`src/rtl/tcg_pkg.sv`:
```
package tcg_pkg;
  localparam int unsigned DIV_DEF  = 8;
  localparam int unsigned EDGE_MAX = 5;

  function automatic int unsigned clog2_min1(input int unsigned v);
    return (v <= 2) ? 1 : $clog2(v);
  endfunction
endpackage

```
`src/rtl/tcg_trig_sync.sv`:
```
module tcg_trig_sync (
  input  logic clk_i,
  input  logic rst_ni,
  input  logic trig_i,
  input  logic pol_neg_i,
  output logic act_o,
  output logic valid_o
);
  logic s1_q, s2_q, s3_q;
  logic [1:0] rel_cnt_q;
  logic rel;

  always_ff @(posedge clk_i or negedge rst_ni) begin
    if (!rst_ni) begin
      s1_q <= 1'b0;
      s2_q <= 1'b0;
      s3_q <= 1'b0;
    end else begin
      s1_q <= trig_i ^ pol_neg_i;
      s2_q <= s1_q;
      s3_q <= s2_q;
    end
  end

  assign rel = s3_q & ~s2_q;

  always_ff @(posedge clk_i or negedge rst_ni) begin
    if (!rst_ni) rel_cnt_q <= '0;
    else if (rel && !rel_cnt_q[1]) rel_cnt_q <= rel_cnt_q + 2'd1;
  end

  assign act_o   = s2_q;
  assign valid_o = rel_cnt_q[1];

  a_r8_valid_needs_release: assert property (@(posedge clk_i) disable iff (!rst_ni)
    $rose(valid_o) |-> $past(rel));
  a_r8_valid_sticky: assert property (@(posedge clk_i) disable iff (!rst_ni)
    valid_o |=> valid_o);
endmodule

```
`src/rtl/tcg_phase_gen.sv`:
```
module tcg_phase_gen #(
  parameter int unsigned DIV  = tcg_pkg::DIV_DEF,
  parameter int unsigned PH_W = tcg_pkg::clog2_min1(DIV)
) (
  input  logic            clk_i,
  input  logic            rst_ni,
  input  logic            act_i,
  input  logic [PH_W-1:0] shift_i,
  output logic            clk_raw_o,
  output logic            pulse_raw_o
);
  localparam int unsigned HALF = DIV / 2;

  logic [PH_W-1:0] ph_q, stall_q;
  logic [2:0]      edge_q;
  logic [PH_W-1:0] shift_half, shift_rest;
  logic            rise_evt, fall_evt;

  assign shift_half = shift_i >> 1;
  assign shift_rest = shift_i - shift_half;
  assign rise_evt   = (ph_q == PH_W'(HALF - 1));
  assign fall_evt   = (ph_q == PH_W'(DIV - 1));

  always_ff @(posedge clk_i or negedge rst_ni) begin
    if (!rst_ni) begin
      ph_q    <= '0;
      stall_q <= '0;
      edge_q  <= '0;
    end else if (act_i) begin
      ph_q    <= '0;
      stall_q <= '0;
      edge_q  <= '0;
    end else if (stall_q != '0) begin
      stall_q <= stall_q - 1'b1;
    end else begin
      ph_q <= fall_evt ? '0 : ph_q + 1'b1;
      if ((rise_evt || fall_evt) && edge_q < 3'(tcg_pkg::EDGE_MAX))
        edge_q <= edge_q + 3'd1;
      // half the shift before edge 2, the rest before edge 3
      if (rise_evt && edge_q == 3'd0)      stall_q <= shift_half;
      else if (fall_evt && edge_q == 3'd1) stall_q <= shift_rest;
    end
  end

  assign clk_raw_o   = (ph_q >= PH_W'(HALF)) & ~act_i;
  assign pulse_raw_o = (edge_q != 3'd0) && (edge_q < 3'(tcg_pkg::EDGE_MAX)) && !act_i;

  a_r2_held_idle: assert property (@(posedge clk_i) disable iff (!rst_ni)
    (act_i && $past(act_i)) |-> (ph_q == '0 && edge_q == 3'd0 && stall_q == '0));
  a_r6_stall_bound: assert property (@(posedge clk_i) disable iff (!rst_ni)
    stall_q <= PH_W'(HALF));
  a_r6_stall_window: assert property (@(posedge clk_i) disable iff (!rst_ni)
    (stall_q != '0) |-> (edge_q == 3'd1 || edge_q == 3'd2));
  a_r5_pulse_on_rise: assert property (@(posedge clk_i) disable iff (!rst_ni)
    $rose(pulse_raw_o) |-> $rose(clk_raw_o));
endmodule

```
`src/rtl/tcg_out_stage.sv`:
```
module tcg_out_stage (
  input  logic clk_raw_i,
  input  logic pulse_raw_i,
  input  logic dis_i,
  output logic sclk_o,
  output logic sclk_n_o,
  output logic pulse_o
);
  assign sclk_o   = clk_raw_i;
  assign sclk_n_o = dis_i | ~clk_raw_i;
  assign pulse_o  = ~dis_i & pulse_raw_i;
endmodule

```
`src/rtl/trig_clk_gate.sv`:
```
module trig_clk_gate #(
  parameter int unsigned DIV  = tcg_pkg::DIV_DEF,
  parameter int unsigned PH_W = tcg_pkg::clog2_min1(DIV)
) (
  input  logic            clk_i,
  input  logic            rst_ni,
  input  logic            trig_i,
  input  logic            pol_neg_i,
  input  logic            dis_i,
  input  logic [PH_W-1:0] shift_i,
  output logic            sclk_o,
  output logic            sclk_n_o,
  output logic            pulse_o,
  output logic            valid_o
);
  logic act, clk_raw, pulse_raw;

  tcg_trig_sync u_sync (
    .clk_i     (clk_i),
    .rst_ni    (rst_ni),
    .trig_i    (trig_i),
    .pol_neg_i (pol_neg_i),
    .act_o     (act),
    .valid_o   (valid_o)
  );

  tcg_phase_gen #(.DIV(DIV), .PH_W(PH_W)) u_gen (
    .clk_i       (clk_i),
    .rst_ni      (rst_ni),
    .act_i       (act),
    .shift_i     (shift_i),
    .clk_raw_o   (clk_raw),
    .pulse_raw_o (pulse_raw)
  );

  tcg_out_stage u_out (
    .clk_raw_i   (clk_raw),
    .pulse_raw_i (pulse_raw),
    .dis_i       (dis_i),
    .sclk_o      (sclk_o),
    .sclk_n_o    (sclk_n_o),
    .pulse_o     (pulse_o)
  );

  a_r2_frozen_ports: assert property (@(posedge clk_i) disable iff (!rst_ni)
    act |-> (!sclk_o && !pulse_o && sclk_n_o));
  a_r4_complement: assert property (@(posedge clk_i) disable iff (!rst_ni)
    !dis_i |-> (sclk_n_o == !sclk_o));
  a_r7_disable_idle: assert property (@(posedge clk_i) disable iff (!rst_ni)
    dis_i |-> (sclk_n_o && !pulse_o));
endmodule

```
`config.mk`:
```
export PLATFORM = sky130hd
export DESIGN_NAME = trig_clk_gate
export DESIGN_NICKNAME = d
export VERILOG_FILES = /design/src/rtl/tcg_pkg.sv /design/src/rtl/tcg_trig_sync.sv /design/src/rtl/tcg_phase_gen.sv /design/src/rtl/tcg_out_stage.sv /design/src/rtl/trig_clk_gate.sv
export SDC_FILE = /design/constraint.sdc
export NUM_CORES = 1
export LEC_CHECK = 0
export ABC_CLOCK_PERIOD_IN_PS = 3600
export BUFFER_PORTS_ARGS = -buffer_cell sky130_fd_sc_hd__buf_2
export CAP_MARGIN = 0
export CORE_ASPECT_RATIO = 1.1
export CORE_MARGIN = 4
export CORE_UTILIZATION = 40
export CTS_CLUSTER_DIAMETER = 40
export DETAILED_ROUTE_END_ITERATION = 6
export MAX_ROUTING_LAYER = met4
export PLACE_DENSITY = 0.61
export SKIP_LAST_GASP = 1
export SYNTH_ARGS = -nofsm -noshare
export SYNTH_HDL_FRONTEND = slang
export SYNTH_SLANG_ARGS = --single-unit
```
`constraint.sdc`:
```
create_clock -name clk_i -period 3.6 [get_ports clk_i]
set_clock_uncertainty 0.15 [all_clocks]
set_input_delay 0.72 -clock clk_i [delete_from_list [all_inputs] [get_ports clk_i]]
set_output_delay 0.72 -clock clk_i [all_outputs]
set_load 0.02 [all_outputs]
```
==> results of run 1 <==
layer usage:
| layer | share of wire | routed length, um | GRT usage |
|---|---|---|---|
| met1 | 0.47 | 782 | 0.169 |
| met2 | 0.46 | 767 | 0.197 |
| met3 | 0.038 | 62 | 0.0183 |
| met4 | 0.023 | 38 | 0.0730 |
| met5 | 0 | 0 | - |
registers in the layout (all words and copies together), names as in the netlist:
name,count
u_gen.edge_q,3
u_gen.ph_q,3
u_gen.stall_q,3
u_sync.act_o,1
u_sync.rel_cnt_q,2
u_sync.s1_q,1
u_sync.s3_q,1
cells in the mapped netlist, drive strengths merged (2+ instances only):
| cell | count | share of area |
|---|---|---|
| a21oi | 4 | 0.022 |
| a311oi | 2 | 0.020 |
| a31oi | 2 | 0.014 |
| buf | 3 | 0.024 |
| dfrtp | 14 | 0.39 |
| ha | 9 | 0.13 |
| inv | 12 | 0.051 |
| nand2 | 5 | 0.021 |
| nand3b | 2 | 0.017 |
| nor2 | 6 | 0.025 |
| nor2b | 2 | 0.022 |
| o2111ai | 2 | 0.020 |
| o211ai | 2 | 0.017 |
| or3 | 2 | 0.014 |
| xor2 | 2 | 0.020 |
cells in the final DEF (no fill, tap or decap), types with 3 or more instances in the layout:
| cell | instances |
|---|---|
| a21oi_1 | 4 |
| inv_1 | 12 |
| clkbuf_4 | 3 |
| nor2_1 | 6 |
| dfrtp_1 | 14 |
| ha_1 | 9 |
| buf_2 | 11 |
| nand2_1 | 5 |
how the worst max path moves through the flow:
stage / end / from / slack (ns) / cells after the start
final: pulse_o / u_gen.edge_q[2] / 1.15 / 4
after global routing: pulse_o / u_gen.edge_q[2] / 0.99 / 4
after CTS: pulse_o / u_gen.edge_q[2] / 1.17 / 4
after detailed placement: u_gen.stall_q[1] / shift_i[0] / 1.27 / 8
after global placement: u_gen.stall_q[1] / shift_i[0] / 1.30 / 8
after floorplan: u_gen.stall_q[1] / shift_i[0] / 1.46 / 7
power breakdown:
group	switching [mW]	internal, mW
registers	0.0364	0.197
clock network	0.0565	0.0616
logic	0.126	0.102
total	0.219	0.360
final cells by class:
| cell class | count | area (um^2) | share of cell area |
|---|---|---|---|
| tap | 28 | 35.0 | 0.0352 |
| multi-input combinational | 60 | 474 | 0.476 |
| timing repair buffer | 11 | 55.1 | 0.0553 |
| clock buffer | 4 | 36.3 | 0.0364 |
| sequential | 14 | 350 | 0.352 |
| inverter | 12 | 45.0 | 0.0452 |
logic make-up (layout without fill, tap and decap cells):
| family | Yosys count | after routing | synth area share |
|---|---|---|---|
| compound gates | 22 | 22 | 0.187 |
| mux | 1 | 1 | 0.0112 |
| simple gates | 24 | 24 | 0.156 |
| flops | 14 | 14 | 0.393 |
| xor+xnor | 3 | 3 | 0.0295 |
| fa+ha+maj | 10 | 10 | 0.149 |
| buf+inv | 15 | 27 | 0.0744 |
critical path: cells and delay by family, from the launching register on:
kind | cells | cell delay, ns
DFF | 1 | 0.53
AOI/OAI and AO/OA | 1 | 0.16
buffers and inverters | 2 | 0.31
and+or+nand+nor | 1 | 0.27
==> metrics.csv, run 1 <==
stage;metric;value;unit
clocking;clkSinkCount;14;
final_layout;layout.nets;120;
power_and_ir_drop;power_density;581;mW/mm^2
sta;relSlewSlack;0.708;
power_and_ir_drop;leakage;0.463;nW
worst_setup_path;critical_path_class;register to primary output;
routing;drtPass1Iterations;4;
final_layout;post-route-cell-area;996;um^2
routing;drtIter0Drc;14;
place;gp_congestion;0.751;
min_path;hp-class;primary input to async pin;
floorplan;chipHeight;57.5;um
final_layout;antennaDiodeCount;0;
routing;drt_wl_total;1.65;mm
clocking;clk-insertion-delay-late;0.29;ns
worst_setup_path;rrSetupSlack;1.86;ns
floorplan;core;0.00206;mm^2
grt;grt-ovfl-total;0;
worst_setup_path;cp_max_fo;9;
grt;grt_antenna_before_repair;0;
grt;grt_first_pass_wirelength;2.96;mm
grt;first_global_vias;689;
logic_synthesis;synth_seq_cells;14;
floorplan;initial_core_util;0.432;
logic_synthesis;synth_area;891;um^2
clocking;cts_resized;0;
worst_setup_path;r2r-end;u_gen.edge_q[2];
power_and_ir_drop;power.total;0.579;mW
place;place_inst;125;
floorplan;ios;12;
status;outcome;complete, no violations;
final_layout;syn_to_final_growth;11.8;%
power_and_ir_drop;ir_drop;317;uV
floorplan;placement_rows;17;
clocking;cts_root_buf;clkbuf_4;
run;drv_cap;0;
sta;timing.fmax;409;MHz
clocking;postCtsSetupBuffers;0;
logic_synthesis;synth_cells;89;
logic_synthesis;yosysWarningCount;0;
grt;grt_max_degree;15;
final_layout;fin_cells;129;
logic_synthesis;yosysSeqAreaShare;0.393;
final_layout;drive_gt1_frac;0.188;
worst_setup_path;r2r_cells;5;
sta;fin_crit;2.45;ns
clocking;cts_tree;built;
clocking;htreeDepth;1;
place;dp_hpwl;1.25;mm
sta;fin_crit_sh;0.680;
logic_synthesis;syn_avg_cell_area;10.0;um^2
sta;rsz0062_at_grt;no;
final_layout;fillers;206;
sta;whs;0.157;ns
logic_synthesis;synth_fp_nets;107;
sta;hold_viol;0;
routing;wl_per_cell;12.8;um
sta;worst_pin_slew;0.438;ns
final_layout;fin_util;0.483;
logic_synthesis;synth_edf_count;0;
clocking;clkTransAtPathRegs;0.10;ns
worst_setup_path;cp_slowest_cell;dfrtp_1;
routing;num_vias;695;
worst_setup_path;crit_required;2.73;ns
clocking;cts_hold_buf;0;
worst_setup_path;crit_path_start_kind;register;
routing;ant_nets;0;
sta;fin_setup_tns;0;ns
worst_setup_path;worstReg2RegStart;u_gen.ph_q[0];
clocking;cts-buffers-inserted;3;
sta;report.final.slew_viol_count;0;
grt;track_usage;0.132;
logic_synthesis;ys_async_sr_fraction;1.00;
logic_synthesis;synthFlopType;dfrtp_1;
floorplan;die_area;0.00305;mm^2
routing;drc;0;
place;placed_area;960;um^2
routing;avgViaCountPerCell;5.39;
logic_synthesis;ys_types;37;
sta;setup_viol;0;
worst_setup_path;crit_chain;inv_1, nor3_1, o21a_1, buf_2;
sta;fin_ws;1.15;ns
floorplan;die_x;53.0;um
place;dp_slack;1.27;ns
worst_setup_path;cp-end-kind;primary output;
worst_setup_path;critPathArrivalTime;1.58;ns
place;numPortBuffers;11;
clocking;cts.path.max_buffers;2;
worst_setup_path;critPathMaxStageDelay;0.53;ns
No activity file was read; power rests on OpenSTA's default activity.
==> inputs of run 2 (changes only) <==
--- a/config.mk
+++ b/config.mk
@@ -5,7 +5,8 @@
 export SDC_FILE = /design/constraint.sdc
 export NUM_CORES = 1
 export LEC_CHECK = 0
-export ABC_CLOCK_PERIOD_IN_PS = 3600
+export ABC_AREA = 1
+export ABC_CLOCK_PERIOD_IN_PS = 2200
 export BUFFER_PORTS_ARGS = -buffer_cell sky130_fd_sc_hd__buf_2
 export CAP_MARGIN = 0
 export CORE_ASPECT_RATIO = 1.1
@@ -14,7 +15,7 @@
 export CTS_CLUSTER_DIAMETER = 40
 export DETAILED_ROUTE_END_ITERATION = 6
 export MAX_ROUTING_LAYER = met4
-export PLACE_DENSITY = 0.61
+export PLACE_DENSITY = 0.63
 export SKIP_LAST_GASP = 1
 export SYNTH_ARGS = -nofsm -noshare
 export SYNTH_HDL_FRONTEND = slang
==> constraint.sdc (replaced) <==
create_clock -name clk_i -period 2.2 [get_ports clk_i]
set_clock_uncertainty 0.15 [all_clocks]
set_input_delay 0.44 -clock clk_i [delete_from_list [all_inputs] [get_ports clk_i]]
set_output_delay 0.44 -clock clk_i [all_outputs]
set_load 0.02 [all_outputs]
==> run 2 against run 1 <==
Worst setup slack lost 0.98 ns; area after synthesis grew 1.3%; clock power grew 63%; highest routed layer unchanged; cell area grew 4.3%; largest cell class unchanged; critical path type unchanged; count of clock-buffer cells in the layout is the same.
==> metrics.csv, run 2 <==
stage;metric;value;unit;change
grt;grt-ovfl-total;0;;unchanged
worst_setup_path;cp_max_fo;4;;-5
floorplan;die_x;53.3;um;+0.54%
place;gp_congestion;0.728;;-3.0%
floorplan;placement_rows;17;;unchanged
logic_synthesis;ys_types;22;;-41%
sta;rsz0062_at_grt;no;;
clocking;cts_root_buf;clkbuf_4;;
min_path;hp-class;primary input to register;;
worst_setup_path;worstReg2RegStart;u_gen.ph_q[0];;
sta;relSlewSlack;0.777;;+0.0694
worst_setup_path;critical_path_class;register to primary output;;
floorplan;die_area;0.00308;mm^2;+1.1%
worst_setup_path;crit_path_start_kind;register;;
final_layout;drive_gt1_frac;0.238;;+0.0496
grt;grt_first_pass_wirelength;2.76;mm;-6.8%
worst_setup_path;rrSetupSlack;0.61;ns;-1.25 ns
sta;setup_viol;0;;unchanged
logic_synthesis;ys_top_cells_by_area;dfrtp_1, ha_1, nand2_1, inv_1, xor2_1;;
place;dp_hpwl;1.20;mm;-3.6%
sta;hold_viol;0;;unchanged
grt;grt_max_degree;15;;unchanged
routing;drtPass1Iterations;4;;unchanged
final_layout;syn_to_final_growth;15.1;%;
routing;drc;0;;unchanged
power_and_ir_drop;switching_share;0.453;;+0.0748
worst_setup_path;cp_top_family;flip-flops;;
sta;worst_pin_slew;0.334;ns;-0.104 ns
clocking;clkTransAtPathRegs;0.10;ns;about the same
final_layout;final_cell_mix;nand2_1, inv_1, dfrtp_1;;
worst_setup_path;crit_chain;inv_1, ha_1, nand2_1, nand2_1, nor2_1, buf_2;;
routing;ant_nets;0;;unchanged
worst_setup_path;cp_slowest_cell;dfrtp_1;;
final_layout;reg_top3;u_gen.edge_q (3), u_gen.ph_q (3), u_gen.stall_q (3);;
logic_synthesis;synth_area;902;um^2;+1.3%
sta;fin_setup_tns;0;ns;unchanged
power_and_ir_drop;p_clk_frac;0.147;;-0.057
sta;whs;0.177;ns;+0.0194 ns
routing;drtIter0Drc;5;;-9
floorplan;core;0.00208;mm^2;+1.0%
logic_synthesis;synth_top_area_frac;0.388;;-0.00491
place;dp_slack;0.398;ns;-0.875 ns
power_and_ir_drop;ir_drop;519;uV;+64%
run;drv_cap;0;;unchanged
clocking;cts.path.max_buffers;2;;unchanged
final_layout;mostFrequentLayoutCell;nand2_1;;
logic_synthesis;synth_cells;106;;+19%
routing;wl_per_cell;10.3;um;-19%
logic_synthesis;yosysTopAreaCell;dfrtp_1;;
clocking;clkSinkCount;14;;unchanged
sta;fin_crit_sh;0.922;;
logic_synthesis;syn_avg_cell_area;8.51;um^2;-15%
routing;avgViaCountPerCell;4.56;;-15%
clocking;htreeDepth;1;;unchanged
power_and_ir_drop;switchingPower;0.592;mW;+170%
final_layout;layout.nets;141;;+18%
logic_synthesis;synth_fp_nets;124;;+16%
worst_setup_path;critPathMaxStageDelay;0.41;ns;-0.12 ns
grt;track_usage;0.124;;-0.00748
worst_setup_path;r2r-end;u_gen.stall_q[1];;
logic_synthesis;synthFlopType;dfrtp_1;;
worst_setup_path;cp-end-kind;primary output;;
final_layout;post-route-cell-area;0.00104;mm^2;+4.3%
sta;timing.fmax;493;MHz;
sta;fin_crit;2.03;ns;
routing;num_vias;684;;-1.6%
clocking;postCtsSetupBuffers;0;;unchanged
power_and_ir_drop;pwr-share-comb;0.537;;+0.144
clocking;cts_tree;built;;
logic_synthesis;synth_most_common_cell;nand2_1;;
sta;report.final.slew_viol_count;0;;unchanged
worst_setup_path;critPathMostFrequentCell;nand2_1;;
grt;grt_antenna_before_repair;0;;unchanged
final_layout;antennaDiodeCount;0;;unchanged
logic_synthesis;ys_async_sr_fraction;1.00;;unchanged
worst_setup_path;crit_required;1.61;ns;-1.12 ns
worst_setup_path;crit_start;u_gen.edge_q[0];;
grt;first_global_vias;678;;-1.6%
worst_setup_path;crit_cells;6;;+2
logic_synthesis;synthTopCellsByCount;nand2_1, inv_1, dfrtp_1;;
power_and_ir_drop;leakage;0.559;nW;+21%
place;place_inst;145;;+16%
power_and_ir_drop;cell_internal_pwr;0.714;mW;+98%
floorplan;initial_core_util;0.433;;+0.000996
worst_setup_path;cp-endpoint;pulse_o;;
logic_synthesis;synth_seq_cells;14;;unchanged
worst_setup_path;r2r_cells;7;;+2
floorplan;chipHeight;57.8;um;+0.54%
logic_synthesis;synth_edf_count;0;;unchanged
floorplan;ios;12;;unchanged
place;numPortBuffers;11;;unchanged
logic_synthesis;yosysSeqAreaShare;0.388;;-0.00491
power_and_ir_drop;sequentialPowerShare;0.316;;-0.087
final_layout;fin_cells;150;;+16%
routing;drt_wl_total;1.55;mm;-6.3%
status;outcome;complete, no violations;;
power_and_ir_drop;power_density;1260;mW/mm^2;+120%
sta;fin_ws;0.171;ns;-0.982 ns
worst_setup_path;critPathArrivalTime;1.44;ns;-0.14 ns
clocking;clk-insertion-delay-late;0.29;ns;about the same
logic_synthesis;yosysWarningCount;0;;unchanged
clocking;cts-buffers-inserted;3;;unchanged
worst_setup_path;crit_buf_inv;2;;unchanged
place;placed_area;992;um^2;+3.4%
## run 2: cell types whose count changed after synthesis, moves of 3 or more
cell / change
nand2_1: +21
o21ai_2: +3
inv_1: +3
nand2_4: +3
inv_2: +3
nand3_1: +5
## run 2: worst min-delay path by stage
stage,startpoint,endpoint,cells after the start
6_report,trig_i,u_sync.s1_q,2
5_1_grt,trig_i,u_sync.s1_q,2
4_1_cts,trig_i,u_sync.s1_q,2
3_5_place_dp,u_sync.s1_q,u_sync.act_o,0
3_3_place_gp,u_sync.s1_q,u_sync.act_o,0
2_1_floorplan,rst_ni,u_gen.edge_q[0],0
## run 2: stage by stage
step | util | total power, mW
after CTS | 0.498 | 1.33
after detailed placement | 0.476 | 1.13
final | 0.498 | 1.31
after global placement | 0.476 | 1.11
after global routing | 0.498 | 1.46
after floorplan | - | 0.984
## run 2: kinds of logic after synthesis
group,after synthesis,synth area share
AND/OR/NAND/NOR,49,0.269
buffers and inverters,19,0.0818
flip-flops,14,0.388
adder cells (fa/ha/maj),10,0.147
AO/OA/AOI/OAI,9,0.0652
XOR/XNOR,5,0.0485
## run 2: power groups by stage
stage / registers, mW / logic, mW / clock network [mW]
floorplan: 0.420 / 0.564 / 0
global placement: 0.418 / 0.691 / 0
detailed placement: 0.419 / 0.708 / 0
CTS: 0.414 / 0.714 / 0.200
global route: 0.427 / 0.816 / 0.213
finish: 0.413 / 0.701 / 0.192
## run 2: metal layers
metal,wire length [um],up-vias,track usage
met5,0,-,-
met4,24,0,0.0438
met3,72,3,0.0308
met2,776,11,0.207
met1,673,307,0.142
li1,-,363,-
## run 2: cell type report
| class | instances | area [um^2] |
|---|---|---|
| sequential | 14 | 350 |
| timing repair buffer | 12 | 65.1 |
| fill | 220 | 1050 |
| multi-input combinational | 73 | 478 |
| inverter | 19 | 73.8 |
| tap | 28 | 35.0 |
| clock buffer | 4 | 36.3 |
## run 2: what timing repair did
action                    CTS  global route
hold endpoints to repair   14             0
resized for setup           0             0
hold buffers                1             0
## run 2: worst reg2reg max path, delay by kind of cell, from the launching register on
family          cells  cell delay (ns)
flops               1             0.41
compound gates      1             0.07
fa+ha+maj           2             0.45
simple gates        4             0.44
